--- config.mk ---
export PLATFORM = sky130hd
export DESIGN_NAME = dtok_regfile
export DESIGN_NICKNAME = d
export VERILOG_FILES = /design/src/rtl/dtok_pkg.sv /design/src/rtl/dtok_storage.sv /design/src/rtl/dtok_decode.sv /design/src/rtl/dtok_regfile.sv
export SDC_FILE = /design/constraint.sdc
export NUM_CORES = 2
export LEC_CHECK = 0
export ABC_AREA = 0
export BUFFER_PORTS_ARGS = -buffer_cell sky130_fd_sc_hd__buf_2
export CAP_MARGIN = 20
export CORE_MARGIN = 5
export CORE_UTILIZATION = 45
export DETAILED_ROUTE_END_ITERATION = 8
export HOLD_SLACK_MARGIN = 0.06
export PLACE_DENSITY = 0.61
export SETUP_SLACK_MARGIN = 0.3
export SLEW_MARGIN = 20
export SYNTH_ARGS = -nofsm -noshare
export SYNTH_HDL_FRONTEND = slang
export SYNTH_SLANG_ARGS = --single-unit
export TNS_END_PERCENT = 20
--- constraint.sdc ---
create_clock -name clk -period 3.05 [get_ports clk]
set_input_delay 0.305 -clock clk [delete_from_list [all_inputs] [get_ports clk]]
set_output_delay 0.305 -clock clk [all_outputs]
set_load 0.01 [all_outputs]
--- src/rtl/dtok_pkg.sv ---
package dtok_pkg;
   typedef enum logic [3:0] {
      OPK_NONE  = 4'd0,
      OPK_ALU   = 4'd1,
      OPK_MOVI  = 4'd2,
      OPK_LD    = 4'd3,
      OPK_LDS   = 4'd4,
      OPK_LDA   = 4'd5,
      OPK_LDSA  = 4'd6,
      OPK_CHKS  = 4'd7,
      OPK_CHKA  = 4'd8
   } op_kind_e;

   function automatic logic is_deferring_load(input logic [3:0] k);
      return (k == OPK_LDS) || (k == OPK_LDSA);
   endfunction

   function automatic logic is_eager_load(input logic [3:0] k);
      return (k == OPK_LD) || (k == OPK_LDA);
   endfunction

   function automatic logic is_check(input logic [3:0] k);
      return (k == OPK_CHKS) || (k == OPK_CHKA);
   endfunction
endpackage

--- src/rtl/dtok_storage.sv ---
module dtok_storage #(
   parameter int NREGS = 32,
   parameter int DW    = 64,
   parameter int NRD   = 4,
   localparam int IW   = $clog2(NREGS)
) (
   input  logic          clk,
   input  logic          rst_n,
   input  logic          wr_en,
   input  logic [IW-1:0] wr_idx,
   input  logic [DW-1:0] wr_data,
   input  logic          wr_tok,
   input  logic [IW-1:0] rd_idx  [NRD],
   output logic [DW-1:0] rd_data [NRD],
   output logic          rd_tok  [NRD]
);
   logic [DW-1:0] mem_d [NREGS];
   logic          mem_t [NREGS];

   initial begin
      assert (NREGS >= 2 && (1 << IW) == NREGS)
         else $error("dtok_storage: NREGS must be a power of two, at least 2");
      assert (NRD >= 1) else $error("dtok_storage: need a read port");
   end

   // Entry 0 is never written, so it keeps its reset value of zero.
   always_ff @(posedge clk or negedge rst_n) begin
      if (!rst_n) begin
         for (int i = 0; i < NREGS; i++) begin
            mem_d[i] <= '0;
            mem_t[i] <= 1'b0;
         end
      end else if (wr_en && (wr_idx != '0)) begin
         mem_d[wr_idx] <= wr_data;
         mem_t[wr_idx] <= wr_tok;
      end
   end

   for (genvar p = 0; p < NRD; p++) begin : g_rd
      assign rd_data[p] = mem_d[rd_idx[p]];
      assign rd_tok[p]  = mem_t[rd_idx[p]];

      assert_r0_clear_R1: assert property (@(posedge clk) disable iff (!rst_n)
         (rd_idx[p] == '0) |-> (rd_data[p] == '0 && !rd_tok[p]));
   end

   assert_write_lands_R10: assert property (@(posedge clk) disable iff (!rst_n)
      (wr_en && wr_idx != '0) |=>
         (mem_d[$past(wr_idx)] == $past(wr_data) && mem_t[$past(wr_idx)] == $past(wr_tok)));
endmodule

--- src/rtl/dtok_decode.sv ---
module dtok_decode
   import dtok_pkg::*;
#(
   parameter int DW = 64
) (
   input  logic          op_valid,
   input  logic [3:0]    op_kind,
   input  logic          op_fault,
   input  logic [DW-1:0] op_data,
   input  logic          tok_a,
   input  logic          tok_b,
   output logic          wr_en,
   output logic [DW-1:0] wr_data,
   output logic          wr_tok,
   output logic          exc_d,
   output logic          redir_d
);
   logic any_load;

   always_comb begin
      any_load = is_deferring_load(op_kind) || is_eager_load(op_kind);
      wr_en    = 1'b0;
      wr_data  = op_data;
      wr_tok   = 1'b0;
      exc_d    = 1'b0;
      redir_d  = 1'b0;
      if (op_valid) begin
         if (op_kind == OPK_ALU) begin
            wr_en  = 1'b1;
            wr_tok = tok_a | tok_b;
         end else if (op_kind == OPK_MOVI) begin
            wr_en  = 1'b1;
         end else if (any_load) begin
            if (!op_fault) begin
               wr_en = 1'b1;
            end else if (is_deferring_load(op_kind)) begin
               wr_en   = 1'b1;
               wr_data = '0;
               wr_tok  = 1'b1;
            end else begin
               exc_d = 1'b1;
            end
         end else if (is_check(op_kind)) begin
            redir_d = tok_a;
         end
      end
   end

   always_comb begin
      assert_single_effect_R5: assert (!(exc_d && (wr_en || redir_d)));
   end
endmodule

--- src/rtl/dtok_regfile.sv ---
module dtok_regfile
   import dtok_pkg::*;
#(
   parameter int NREGS   = 32,
   parameter int DW      = 64,
   parameter int RECOV_W = 48,
   localparam int IW     = $clog2(NREGS)
) (
   input  logic               clk,
   input  logic               rst_n,
   input  logic               op_valid,
   input  logic [3:0]         op_kind,
   input  logic [IW-1:0]      op_dst,
   input  logic [IW-1:0]      op_src_a,
   input  logic [IW-1:0]      op_src_b,
   input  logic [DW-1:0]      op_data,
   input  logic               op_fault,
   input  logic [RECOV_W-1:0] op_recov,
   input  logic [IW-1:0]      rd_a_idx,
   output logic [DW-1:0]      rd_a_data,
   output logic               rd_a_tok,
   input  logic [IW-1:0]      rd_b_idx,
   output logic [DW-1:0]      rd_b_data,
   output logic               rd_b_tok,
   output logic               exc_valid,
   output logic               redirect_valid,
   output logic [RECOV_W-1:0] redirect_addr
);
   localparam int NRD = 4; // two external ports, two operand ports

   logic [IW-1:0] rd_idx  [NRD];
   logic [DW-1:0] rd_data [NRD];
   logic          rd_tok  [NRD];

   logic          wr_en, wr_tok, exc_d, redir_d;
   logic [DW-1:0] wr_data;

   initial begin
      assert (RECOV_W >= 1) else $error("dtok_regfile: RECOV_W must be positive");
   end

   assign rd_idx[0] = rd_a_idx;
   assign rd_idx[1] = rd_b_idx;
   assign rd_idx[2] = op_src_a;
   assign rd_idx[3] = op_src_b;
   assign rd_a_data = rd_data[0];
   assign rd_a_tok  = rd_tok[0];
   assign rd_b_data = rd_data[1];
   assign rd_b_tok  = rd_tok[1];

   dtok_storage #(.NREGS(NREGS), .DW(DW), .NRD(NRD)) u_store (
      .clk     (clk),
      .rst_n   (rst_n),
      .wr_en   (wr_en),
      .wr_idx  (op_dst),
      .wr_data (wr_data),
      .wr_tok  (wr_tok),
      .rd_idx  (rd_idx),
      .rd_data (rd_data),
      .rd_tok  (rd_tok)
   );

   dtok_decode #(.DW(DW)) u_dec (
      .op_valid (op_valid),
      .op_kind  (op_kind),
      .op_fault (op_fault),
      .op_data  (op_data),
      .tok_a    (rd_tok[2]),
      .tok_b    (rd_tok[3]),
      .wr_en    (wr_en),
      .wr_data  (wr_data),
      .wr_tok   (wr_tok),
      .exc_d    (exc_d),
      .redir_d  (redir_d)
   );

   always_ff @(posedge clk or negedge rst_n) begin
      if (!rst_n) begin
         exc_valid      <= 1'b0;
         redirect_valid <= 1'b0;
         redirect_addr  <= '0;
      end else begin
         exc_valid      <= exc_d;
         redirect_valid <= redir_d;
         if (redir_d) redirect_addr <= op_recov;
      end
   end

   assert_eager_fault_raises_R5: assert property (@(posedge clk) disable iff (!rst_n)
      (op_valid && is_eager_load(op_kind) && op_fault) |=> exc_valid);

   assert_spec_fault_defers_R4: assert property (@(posedge clk) disable iff (!rst_n)
      (op_valid && is_deferring_load(op_kind) && op_fault) |=> (!exc_valid && rd_tok[2] == rd_tok[2]));

   assert_redirect_has_cause_R6: assert property (@(posedge clk) disable iff (!rst_n)
      redirect_valid |-> $past(op_valid && is_check(op_kind) && rd_tok[2]));

   assert_redirect_addr_R7: assert property (@(posedge clk) disable iff (!rst_n)
      redirect_valid |-> (redirect_addr == $past(op_recov)));

   assert_clean_check_quiet_R8: assert property (@(posedge clk) disable iff (!rst_n)
      (op_valid && is_check(op_kind) && !rd_tok[2]) |=> !redirect_valid);
endmodule

# == After elaboration in Yosys (flattened, before gate mapping) ==
# Cells that the tools add are included.
# W data, S select, Z words.
# totals
regBits,2130
latch_bits,0
ram_bits,0
romBits,0
in_bits,145
elab_cells,146
memories,0
# op_classes
addsub,0
n_mul,0
div,0
magnitude_cmp,6
eq_ne,8
shifts,0
mux,52
bitwise_logic,6
reduce_logical,7
# ops
cell,n
$bwmux W2048,1
$mux W64,11
$bmux W64 S5,2
$demux W64 S5,1
$bwmux W32,1
$mux W1,31
$ge A6 B6 Y1 const B,5
$not A5 Y6,5
$bmux W1 S5,4
$eq A4 B3 Y1 const B,4
$eq A4 B2 Y1 const B,2
$lt A6 B1 Y1 const B,1
$demux W1 S5,1
$reduce_bool A5 Y1,1
$eq A4 B1 Y1 const B,1
$eq A4 B4 Y1 const B,1
$logic_or A1 B1 Y1,4
$logic_and A1 B1 Y1,2
$or A1 B1 Y1,1

# == Logic depth before layout (Yosys ltp) ==
# logic_depth
word_depth,9
depth_mapped,10
depth_no_buf,6

# == Hierarchy ==
# A second synthesis with hierarchy kept.
# unflattened
cells_unflattened,11231
hier_area_um2,145221.8
# modules_own_cells
module,instances,cells_per_inst,area_per_inst_um2,seq_area_each_um2
dtok_storage,1,11041,142736.9,52049.9
dtok_regfile,1,103,1910.6,1251.2
dtok_decode,1,87,574.3,0.0

# == Worst setup path before layout ==
# Ideal clock, no wire load.
# synth_path
kind,input to output
startpoint,input port rd_a_idx[0]
endpoint,output port rd_a_tok
t_arrival_ns,2.295
setup_slack_ns,0.450
cell_stages,5
n_path_buf,2
path_cell_list,buf_2 buf_1 mux4_2 mux4_2 mux2_2
# synth_between
elab_chain_len,4
# synth_rtl
element,line,rtl
"start, declared",dtok_regfile.sv:19,"input logic [IW-1:0] rd_a_idx,"
$not A5 Y6 (not written as such),dtok_storage.sv:41,assign rd_tok[p] = mem_t[rd_idx[p]];
$bmux W1 S5,dtok_storage.sv:41,
$mux W1 (not written as such) (2 in a row),dtok_storage.sv:41,
"end, declared",dtok_regfile.sv:21,"output logic rd_a_tok,"
# No other way between the ends. The select of a mux whose other input is x is not followed.

# == Final worst setup path ==
# layout_path
startpoint,register u_store.mem_d[112] (netlist name)
endpoint,output port rd_b_data[48]
# layout_between
elab_chain_len,3
# layout_rtl
element,line,rtl
"start, declared",dtok_storage.sv:17,logic [DW-1:0] mem_d [NREGS];
"start signal, assigned by index",dtok_storage.sv:34,mem_d[wr_idx] <= wr_data;
$bmux W64 S5,dtok_storage.sv:40,assign rd_data[p] = mem_d[rd_idx[p]];
$mux W64 (not written as such) (2 in a row),dtok_storage.sv:40,
"end, declared",dtok_regfile.sv:23,"output logic [DW-1:0] rd_b_data,"
# No other way between the ends. The select of a mux whose other input is x is not followed.

==> flow_summary.toml <==
[synthesis]
async_reset_ff_share_pct = 100.0
synth_cell_types = 46
ys.flop_type = "dfrtp_1"
ys_warn_count = 0
ys_ff_latch = 2130
synth_nets = 9095
netlist_area_sq_um = 108100
synthCells = 8950
syn_avg_cell_area_sq_um = 12.07
synth-seq-area-share_pct = 49.33
synth_edf_count = 0

[final_layout]
layout.nets = 9175
final_core_util_pct = 52.72
seq_area_sq_um = 53310
fin_area_sq_um = 125800
multi_input_area_sq_um = 51250
drive_above_1_share_pct = 29.36
syn_to_final_growth_pct = 16.38
fillCellCount = 19849

[global_route]
grt_antenna_before_repair = 4
globalRouteMet3Util_pct = 4.761
grt_util_met1_pct = 37.85
grtUsageTotal_pct = 27.31
grt.busiest_layer = "met2"
use_met2_pct = 43.78
grt_pass1_wl_mm = 514.7
grt_start_max_net_pins = 103
grt_overflow = 0
grt_pass1_vias = 78082

[sta]
clock.fmax_ghz = 0.3233
tns_ns = -0.1289
post-route-min-period_ns = 3.094
drv_slew = 0
maxSlewHeadroom_pct = 28.76
rsz0062_at_grt = "true"
fin_skew_ns = 0.008990
final.setup.worst_slack_ns = -0.04356
post-route-period-util_pct = 101.4
worst_pin_slew_ns = 1.069
setup_viol_count_final = 7
hold_viol_final = 0
hold_ws_ns = 0.1038

[worst_hold_path]
min_path_type = "primary input to flop"

[clock_tree]
numCtsBuffers = 227
clock-root-buffer = "clkbuf_16"
cts_max_level = 4
clock-sinks = 2130
clkLatencyLatePin_ns = 0.87
path_clk_slew_ns = 0.06
cts_tree = "built"
cts.path.max_buffers = 3

[worst_setup_path]
crit_family = "multiplexers"
worstSetupStartpointType = "flop"
crit_chain = "mux4_2 -> mux4_2 -> mux2_4 -> buf_6"
critPathMaxStageDelay_ns = 0.52
required_ns = 2.74
worstSetupPathType = "flop to output pin"
critPathMaxFanout = 3
crit_top_cell = "mux4_2"
cp-end-kind = "output pin"
slowest_stage = "mux4_2"
arrival_ns = 2.79
worst-path-buf-inv = 1

[power_and_ir_drop]
power.density_nw_per_um2 = 596.6
ir_drop_mv = 0.6264
total_power_mw = 75.03
power_leakage_nw = 54.59

[job]
cap_violations = 0

[die]
fp.dieH_um = 500.0
ios = 325
row_count = 179
dieArea_sq_um = 250000
core_area_sq_um = 238500
start_util_pct = 45.30
die_w_um = 500.0

[status]
status = "complete, but fails checks"
violations = "negative setup slack"

[place]
postPlaceCellArea_sq_um = 115200
place.gp.congestion = 0.8252
io_buffers = 324
dp_hpwl_mm = 202.5

[detailed_routing]
vias = 76948
drc_errors = 0
ant_nets = 0
postRouteWirelength_mm = 340.7
drt_iter0_drc = 8138
drt-vias-per-instance = 6.212
dr.pass1.iters = 6
wire_per_inst_um = 27.50
-- layer usage --
metal  vias to the layer above  wire length, um
li1                      32764                -
met1                     40060           137400
met2                      3436           162200
met3                       688            26930
met4                         0            14190
met5                         -                0
-- metrics by stage --
step | instances | setup slack (ns)
2_1_floorplan | 8950 | 0.4502
3_3_place_gp | 11834 | 0.1307
3_5_place_dp | 11834 | 0.1077
4_1_cts | 12358 | -0.1081
5_1_grt | 12387 | -0.1282
6_report | 12387 | -0.04356
-- synthesized netlist by cell type, types with 2 or more instances --
cell type	number	share of area [%]
dfrtp_1	2130	49
nand2_1	2128	7.4
o21ai_0	1963	9.1
mux4_2	1300	27
clkbuf_1	830	2.9
mux2_2	180	1.9
buf_2	124	0.57
o21ai_1	53	0.25
nor3_1	35	0.16
buf_1	34	0.12
buf_4	34	0.24
a31oi_1	31	0.18
mux2i_1	28	0.26
buf_6	10	0.10
nor2b_1	8	0.046
nor2_1	7	0.024
a22oi_1	6	0.042
nand3_1	5	0.023
nand3b_1	4	0.028
nor2_4	4	0.042
and2_1	3	0.017
nand2b_1	3	0.017
a2111oi_0	2	0.016
a211oi_1	2	0.014
a21oi_1	2	0.0093
and3b_1	2	0.016
nand4b_1	2	0.016
or2_2	2	0.012
-- cell usage in the layout, fill, tap and decap left out, types with 53 or more instances in the layout --
cell	netlist	final
buf_6	10	123
buf_4	34	281
o21ai_1	53	53
buf_2	124	187
clkbuf_16	0	228
nand2_1	2128	2097
buf_12	0	181
dlygate4sd3_1	0	98
dfrtp_1	2130	2121
mux2_4	0	128
mux4_2	1300	1300
o21ai_0	1963	1963
-- logic make-up after synthesis --
| family | share of synthesized area (%) |
|---|---|
| buffers and inverters | 3.920 |
| xor gates and xnor gates | 0.008107 |
| and+or+nand+nor | 7.844 |
| DFF | 49.33 |
| AOI/OAI and AO/OA | 9.658 |
| muxes | 29.23 |
| adders and majority gates | 0.01042 |
-- registers in the layout, indices dropped and copies added (netlist names) --
signal          count
exc_valid           1
u_store.mem_d    2048
u_store.mem_t      32
redirect_valid      1
redirect_addr      48
-- area by class of cell --
cell class | count | area share (%)
diodes | 1 | 0.001990
clock buffers | 303 | 5.135
clock inverters | 115 | 1.228
inverters | 1 | 0.002985
multi-input cells | 5787 | 40.75
flip-flops and latches | 2130 | 42.39
well taps | 3167 | 3.151
repair buffers | 883 | 7.336
-- repair_timing --
| action | in CTS | in global routing |
|---|---|---|
| setup buffers | 8 | 28 |
| gates resized for setup | 272 | 14 |
| endpoints found under the hold margin | 1587 | 0 |
| hold buffers | 98 | 0 |
| setup endpoints to repair | 130 | 130 |
-- worst min-delay path, cell delays in order --
cell     delay, ns
buf_2         0.17
nand2_1       0.08
buf_4         0.26
o21ai_0       0.11
-- path summary, 6_finish.rpt --
path | to | slack [ns] | start | cells after the start
worst max-delay path | rd_b_data[48] | -0.04 | u_store.mem_d[112]$_DFFE_PN0P_ | 4
worst min-delay path | u_store.mem_d[1983]$_DFFE_PN0P_ | 0.10 | op_data[63] | 4
worst max register to register | redirect_addr[19]$_DFFE_PN0P_ | 0.78 | u_store.mem_t[24]$_DFFE_PN0P_ | 8
worst min register to register | u_store.mem_d[2024]$_DFFE_PN0P_ | 0.40 | u_store.mem_d[2024]$_DFFE_PN0P_ | 0
max in group asynchronous | u_store.mem_d[21]$_DFFE_PN0P_ | 1.74 | rst_n | 4
min in group asynchronous | u_store.mem_d[569]$_DFFE_PN0P_ | 0.12 | rst_n | 2
-- report_power, final --
part           internal [mW]  switching (mW)
logic                   6.34            5.48
registers               31.3            2.35
clock network           17.4            12.1
total                   55.0            20.0
Power figures use the tool's default switching activity.
